<file path="config.mk">
export PLATFORM = sky130hd
export DESIGN_NAME = dbgrf_top
export DESIGN_NICKNAME = d
export VERILOG_FILES = /design/src/rtl/dbgrf_pkg.sv /design/src/rtl/dbgrf_decode.sv /design/src/rtl/dbgrf_wrcheck.sv /design/src/rtl/dbgrf_top.sv
export SDC_FILE = /design/constraint.sdc
export NUM_CORES = 1
export LEC_CHECK = 0
export ABC_CLOCK_PERIOD_IN_PS = 4930
export BUFFER_PORTS_ARGS = -buffer_cell sky130_fd_sc_hd__clkbuf_2
export CORE_MARGIN = 2
export CORE_UTILIZATION = 35
export DETAILED_ROUTE_END_ITERATION = 7
export GPL_TIMING_DRIVEN = 1
export PLACE_DENSITY = 0.55
export SYNTH_ARGS = -nofsm -noshare
export SYNTH_HDL_FRONTEND = slang
export SYNTH_SLANG_ARGS = --single-unit
export TNS_END_PERCENT = 30
</file>
<file path="constraint.sdc">
create_clock -name clk -period 4.93 [get_ports clk]
set_clock_uncertainty 0.2 [all_clocks]
set_input_delay 0.2465 -clock clk [delete_from_list [all_inputs] [get_ports clk]]
set_output_delay 0.2465 -clock clk [all_outputs]
set_load 0.01 [all_outputs]
</file>
<file path="src/rtl/dbgrf_pkg.sv">
package dbgrf_pkg;

    // Architectural index map; the alias relation below is behaviour.
    localparam int unsigned IDX_W        = 3;
    localparam int unsigned NUM_ADDR     = 4;
    localparam logic [IDX_W-1:0] IDX_LEG_STAT = 3'd4;
    localparam logic [IDX_W-1:0] IDX_LEG_CTRL = 3'd5;
    localparam logic [IDX_W-1:0] IDX_STAT     = 3'd6;
    localparam logic [IDX_W-1:0] IDX_CTRL     = 3'd7;

    typedef enum logic [1:0] {
        TGT_NONE = 2'd0,
        TGT_ADDR = 2'd1,
        TGT_STAT = 2'd2,
        TGT_CTRL = 2'd3
    } dbg_tgt_e;

    typedef enum logic [1:0] {
        OUT_OK   = 2'd0,
        OUT_ILL  = 2'd1,
        OUT_GP   = 2'd2
    } dbg_outcome_e;

endpackage

</file>
<file path="src/rtl/dbgrf_decode.sv">
module dbgrf_decode
    import dbgrf_pkg::*;
#(
    parameter int unsigned N_ADDR = NUM_ADDR,
    localparam int unsigned SEL_W = (N_ADDR > 1) ? $clog2(N_ADDR) : 1
) (
    input  logic [IDX_W-1:0] idx_i,
    input  logic             ext_en_i,
    output dbg_tgt_e         tgt_o,
    output logic [SEL_W-1:0] sel_o,
    output logic             ill_o
);

    always_comb begin
        tgt_o = TGT_NONE;
        sel_o = idx_i[SEL_W-1:0];
        ill_o = 1'b0;
        if (idx_i < IDX_W'(N_ADDR)) begin
            tgt_o = TGT_ADDR;
        end else if (idx_i == IDX_LEG_STAT || idx_i == IDX_LEG_CTRL) begin
            if (ext_en_i) begin
                ill_o = 1'b1;
            end else begin
                tgt_o = (idx_i == IDX_LEG_STAT) ? TGT_STAT : TGT_CTRL;
            end
        end else if (idx_i == IDX_STAT) begin
            tgt_o = TGT_STAT;
        end else if (idx_i == IDX_CTRL) begin
            tgt_o = TGT_CTRL;
        end
    end

endmodule

</file>
<file path="src/rtl/dbgrf_wrcheck.sv">
module dbgrf_wrcheck
    import dbgrf_pkg::*;
#(
    parameter int unsigned     XLEN     = 64,
    parameter logic [XLEN-1:0] RSVD     = {{(XLEN/2){1'b1}}, {(XLEN/2){1'b0}}},
    parameter logic [XLEN-1:0] FIX_STAT = XLEN'(32'hFFFF0FF0),
    parameter logic [XLEN-1:0] FIX_CTRL = XLEN'(32'h00000400)
) (
    input  dbg_tgt_e        tgt_i,
    input  logic [XLEN-1:0] wdata_i,
    output logic            rsvd_hit_o,
    output logic [XLEN-1:0] stat_val_o,
    output logic [XLEN-1:0] ctrl_val_o
);

    logic ctl_word;

    always_comb begin
        ctl_word   = (tgt_i == TGT_STAT) || (tgt_i == TGT_CTRL);
        rsvd_hit_o = ctl_word && ((wdata_i & RSVD) != '0);
        stat_val_o = wdata_i | FIX_STAT;
        ctrl_val_o = wdata_i | FIX_CTRL;
    end

endmodule

</file>
<file path="src/rtl/dbgrf_top.sv">
module dbgrf_top
    import dbgrf_pkg::*;
#(
    parameter int unsigned     XLEN     = 64,
    parameter int unsigned     N_ADDR   = NUM_ADDR,
    parameter int unsigned     CODE_W   = 16,
    parameter logic [XLEN-1:0] FIX_STAT = XLEN'(32'hFFFF0FF0),
    parameter logic [XLEN-1:0] FIX_CTRL = XLEN'(32'h00000400),
    localparam logic [XLEN-1:0] RSVD    = {{(XLEN/2){1'b1}}, {(XLEN/2){1'b0}}},
    localparam int unsigned    SEL_W    = (N_ADDR > 1) ? $clog2(N_ADDR) : 1
) (
    input  logic                     clk,
    input  logic                     rst_n,
    input  logic [IDX_W-1:0]         idx_i,
    input  logic                     wr_en_i,
    input  logic                     rd_en_i,
    input  logic [XLEN-1:0]          wdata_i,
    input  logic                     ext_en_i,
    output logic [XLEN-1:0]          rdata_o,
    output logic                     ill_fault_o,
    output logic                     gp_fault_o,
    output logic [CODE_W-1:0]        gp_code_o,
    output logic [XLEN-1:0]          status_o,
    output logic [XLEN-1:0]          ctrl_o,
    output logic [N_ADDR*XLEN-1:0]   addr_flat_o
);

    typedef struct packed {
        logic [N_ADDR-1:0][XLEN-1:0] addr;
        logic [XLEN-1:0]             stat;
        logic [XLEN-1:0]             ctrl;
        logic [XLEN-1:0]             rdata;
        logic                        ill;
        logic                        gp;
    } rf_state_t;

    rf_state_t    st_d, st_q;
    dbg_tgt_e     tgt;
    logic [SEL_W-1:0] sel;
    logic         dec_ill;
    logic         rsvd_hit;
    logic [XLEN-1:0] stat_val, ctrl_val;
    dbg_outcome_e outcome;
    logic         req;

    dbgrf_decode #(.N_ADDR(N_ADDR)) u_decode (
        .idx_i    (idx_i),
        .ext_en_i (ext_en_i),
        .tgt_o    (tgt),
        .sel_o    (sel),
        .ill_o    (dec_ill)
    );

    dbgrf_wrcheck #(
        .XLEN     (XLEN),
        .RSVD     (RSVD),
        .FIX_STAT (FIX_STAT),
        .FIX_CTRL (FIX_CTRL)
    ) u_wrcheck (
        .tgt_i      (tgt),
        .wdata_i    (wdata_i),
        .rsvd_hit_o (rsvd_hit),
        .stat_val_o (stat_val),
        .ctrl_val_o (ctrl_val)
    );

    // Outcome priority: illegal index beats reserved-bit check.
    always_comb begin
        req = wr_en_i | rd_en_i;
        if (req && dec_ill) begin
            outcome = OUT_ILL;
        end else if (wr_en_i && rsvd_hit) begin
            outcome = OUT_GP;
        end else begin
            outcome = OUT_OK;
        end
    end

    always_comb begin
        st_d     = st_q;
        st_d.ill = (outcome == OUT_ILL);
        st_d.gp  = (outcome == OUT_GP);
        if (outcome == OUT_OK) begin
            if (rd_en_i) begin
                unique case (tgt)
                    TGT_ADDR: st_d.rdata = st_q.addr[sel];
                    TGT_STAT: st_d.rdata = st_q.stat;
                    TGT_CTRL: st_d.rdata = st_q.ctrl;
                    default:  st_d.rdata = st_q.rdata;
                endcase
            end
            if (wr_en_i) begin
                unique case (tgt)
                    TGT_ADDR: st_d.addr[sel] = wdata_i;
                    TGT_STAT: st_d.stat      = stat_val;
                    TGT_CTRL: st_d.ctrl      = ctrl_val;
                    default:  ;
                endcase
            end
        end
    end

    always_ff @(posedge clk) begin
        if (!rst_n) begin
            st_q.addr  <= '0;
            st_q.stat  <= FIX_STAT;
            st_q.ctrl  <= FIX_CTRL;
            st_q.rdata <= '0;
            st_q.ill   <= 1'b0;
            st_q.gp    <= 1'b0;
        end else begin
            st_q <= st_d;
        end
    end

    assign rdata_o     = st_q.rdata;
    assign ill_fault_o = st_q.ill;
    assign gp_fault_o  = st_q.gp;
    assign gp_code_o   = '0;
    assign status_o    = st_q.stat;
    assign ctrl_o      = st_q.ctrl;
    assign addr_flat_o = st_q.addr;

    // ---------------- assertions ----------------
    p_ill_source_r4: assert property (@(posedge clk) disable iff (!rst_n)
        ill_fault_o |-> $past(ext_en_i && (rd_en_i || wr_en_i) &&
                              (idx_i == IDX_LEG_STAT || idx_i == IDX_LEG_CTRL)));

    p_ill_no_update_r4: assert property (@(posedge clk) disable iff (!rst_n)
        ill_fault_o |-> ($stable(status_o) && $stable(ctrl_o) &&
                         $stable(addr_flat_o) && $stable(rdata_o)));

    p_gp_source_r5: assert property (@(posedge clk) disable iff (!rst_n)
        gp_fault_o |-> $past(wr_en_i && ((wdata_i & RSVD) != '0)));

    p_gp_no_update_r5: assert property (@(posedge clk) disable iff (!rst_n)
        gp_fault_o |-> ($stable(status_o) && $stable(ctrl_o) &&
                        $stable(addr_flat_o) && $stable(rdata_o)));

    p_stat_fixed_r6: assert property (@(posedge clk) disable iff (!rst_n)
        (status_o & FIX_STAT) == FIX_STAT);

    p_ctrl_fixed_r7: assert property (@(posedge clk) disable iff (!rst_n)
        ((ctrl_o & FIX_CTRL) == FIX_CTRL) && ((ctrl_o & RSVD) == '0));

    p_one_fault_r9: assert property (@(posedge clk) disable iff (!rst_n)
        !(ill_fault_o && gp_fault_o));

    p_ctrl_quiet_r7: assert property (@(posedge clk) disable iff (!rst_n)
        !$past(wr_en_i) |-> $stable(ctrl_o));

endmodule

</file>
==> run metrics <==
clock-pin slew on the worst setup and hold paths about 0.060 ns; number of synthesis warnings 0; synthesis-stage register bit count 425; final hold slack about 0.00043 ns; total gr overflow 0; total of max-cap violations 0; worst path bufs/invs 3; Clk Latency, worst-skew pair about 0.57 ns; CTS tree done; Tcrit/Tclk final 0.654; critical path class in -> reg; vias in the first global route ~16,000; Power Dens Cells roughly 330 nW/µm²; Worst Path Required ~5.2 ns; Ports around 540; starting density of the core 0.355; Final Hold Vio Count 0; post_cts resized 0; Inserted Clock Buffers 48; Post-CTS Hold Fix Bufs 69; Die Span Y roughly 230 µm; setup bufs post-CTS 0; post-DP HPWL 43,300 µm; largest cells by area after synthesis dfxtp_1 46%, nand2_1 15%, a21boi_0 9.7%, mux4_2 7.9%, mux2i_1 5.1%; largest net degree at the start of global routing about 180; Rel. slew slack 0.246; Pre-antenna DRT Iters 6; Leakage 0.00951 µW; CP top delay family simple AND/OR/NAND/NOR gates; Critical Path AT around 3.5 ns; Hold Crit Start rst_n; first-pass GRT wire length 101,000 µm; top-area cell type share of the netlist area 0.464; most frequent cells in the layout 726 x nand2_1, 493 x clkbuf_2, 425 x dfxtp_1, 236 x a21boi_0, 103 x o211ai_1; vias per std cell ~5.1; routed via count around 16,000; layout cells sized above 1 0.264; Rows 83; clock sinks ~430; final max-slew violation count 0; number of antenna violations at the first check in global routing 0; CP startpoint wdata_i[58]; Worst path slowest cell o211a_4; most common cell after layout, fill and taps aside nand2_1; CP startpoint kind input port; Root Driver clkbuf_16; Critical Path Max Stage Delay about 0.61 ns; maximum buffer depth of the clock tree 3; Mapped Area between 15,000 and 20,000 µm²; crit path max fanout 34; Final Wtd Congestion roughly 0.87; Horiz. Die Dim between 200 and 250 µm; mean routed wirelength per cell ~21 µm; RSZ-0062 raised after global routing false; TNS Setup 0 ns; Setup-failing EPs final 0; syn avg cell area 9.08 µm²; htree depth 2; count of cell types in the netlist 33; drt total wl around 68,000 µm; Seq/Total Area, Yosys 0.464; most area-hungry cell type in the Yosys netlist dfxtp_1; Post-DRT Antenna Nets 0; Peak Freq ~310 MHz; # nets final around 2,600; Tightest Hold Check Type in -> reg; crit path time final ~3.2 ns; CORE AREA 51,600 µm²; # port buffers just under 500; total track usage 0.243; area grow syn2layout 26.6%; Die Area around 54,000 µm²; Syn Inst Count just over 2,000; worst slew pin tran about 1.1 ns; initial DRC count approximately 1,100; status completed; Max VDD drop between 200 and 250 µV; crit end category flop; DRC viols 0; Cell Chain, Critical Path dlygate4sd3_1 > clkbuf_2 > nor4_1 > nand4_1 > nor2_1 > o211a_4 > buf_12 > mux2i_1; R2R Path Start addr_flat_o[214]
[per-stage QoR]
step           worst slack [ns]  total power (µW)  area [µm²]   util  std cells
2_1_floorplan              3.11              4040       18500      -       2060
3_3_place_gp               1.72              4280       21000  0.407       3043
3_5_place_dp               1.65              4290       21000  0.407       3043
4_1_cts                    1.69              7810       23200  0.450       3196
5_1_grt                    1.61              8000       23200  0.450       3196
6_report                   1.70              7720       23200  0.450       3197
[cells in the mapped netlist, drive strengths merged]
library cell / instances
nand2: 727
a21boi: 256
o211ai: 103
buf: 108
clkbuf: 105
nor2: 4
nor3b: 1
dfxtp: 425
mux4: 64
nor2b: 2
nand2b: 3
nor4: 9
nand3b: 24
nand4b: 1
or2: 1
o211a: 1
mux2i: 94
nor3: 1
and3: 33
o221a: 1
conb: 2
and2: 34
or3: 1
nand3: 10
nand4: 2
o21ai: 9
[routing by layer]
metal	GRT usage	vias up	routed length, µm
li1	-	7690	-
met1	0.311	7868	28600
met2	0.401	591	32300
met3	0.0511	128	4790
met4	0.0932	0	2280
met5	0	-	0
[worst paths after layout]
kind                  to  slack (ns)  cells after the start
min reg2reg  rdata_o[62]        0.25                      2
max           rdata_o[7]        1.70                      8
min          rdata_o[46]      0.0004                      3
max reg2reg  rdata_o[22]        3.37                      3
[state kept, by name, summed over array words and instances (netlist names)]
| signal | flops |
|---|---|
| addr_flat_o | 256 |
| rdata_o | 64 |
| ctrl_o | 63 |
| status_o | 40 |
| gp_fault_o | 1 |
| ill_fault_o | 1 |
[worst register-to-register path, cell delays in order, from the launching register on]
cell	delay [ns]
dfxtp_1	0.35
mux4_2	0.47
o211ai_1	0.30
mux2i_1	0.12
[kinds of logic after synthesis]
group,share of synthesized area
buffers and inverters,0.0619
muxes,0.130
other,0.000409
DFF,0.464
AOI/OAI and AO/OA,0.151
and+or+nand+nor,0.193
[where the power goes]
group	switching, µW	internal, µW
Combinational	430	263
Sequential	51.5	3510
Clock	1440	2030
[area by class of cell]
type,count,area (µm²)
antenna,1,2.50
clock buffer,77,1470
clock inverter,7,43.8
fill,5052,28400
multi-input combinational,1422,8890
sequential,425,8510
tap,680,851
timing repair buffer,585,3450
Note: power is estimated with default switching activity, not from simulation.
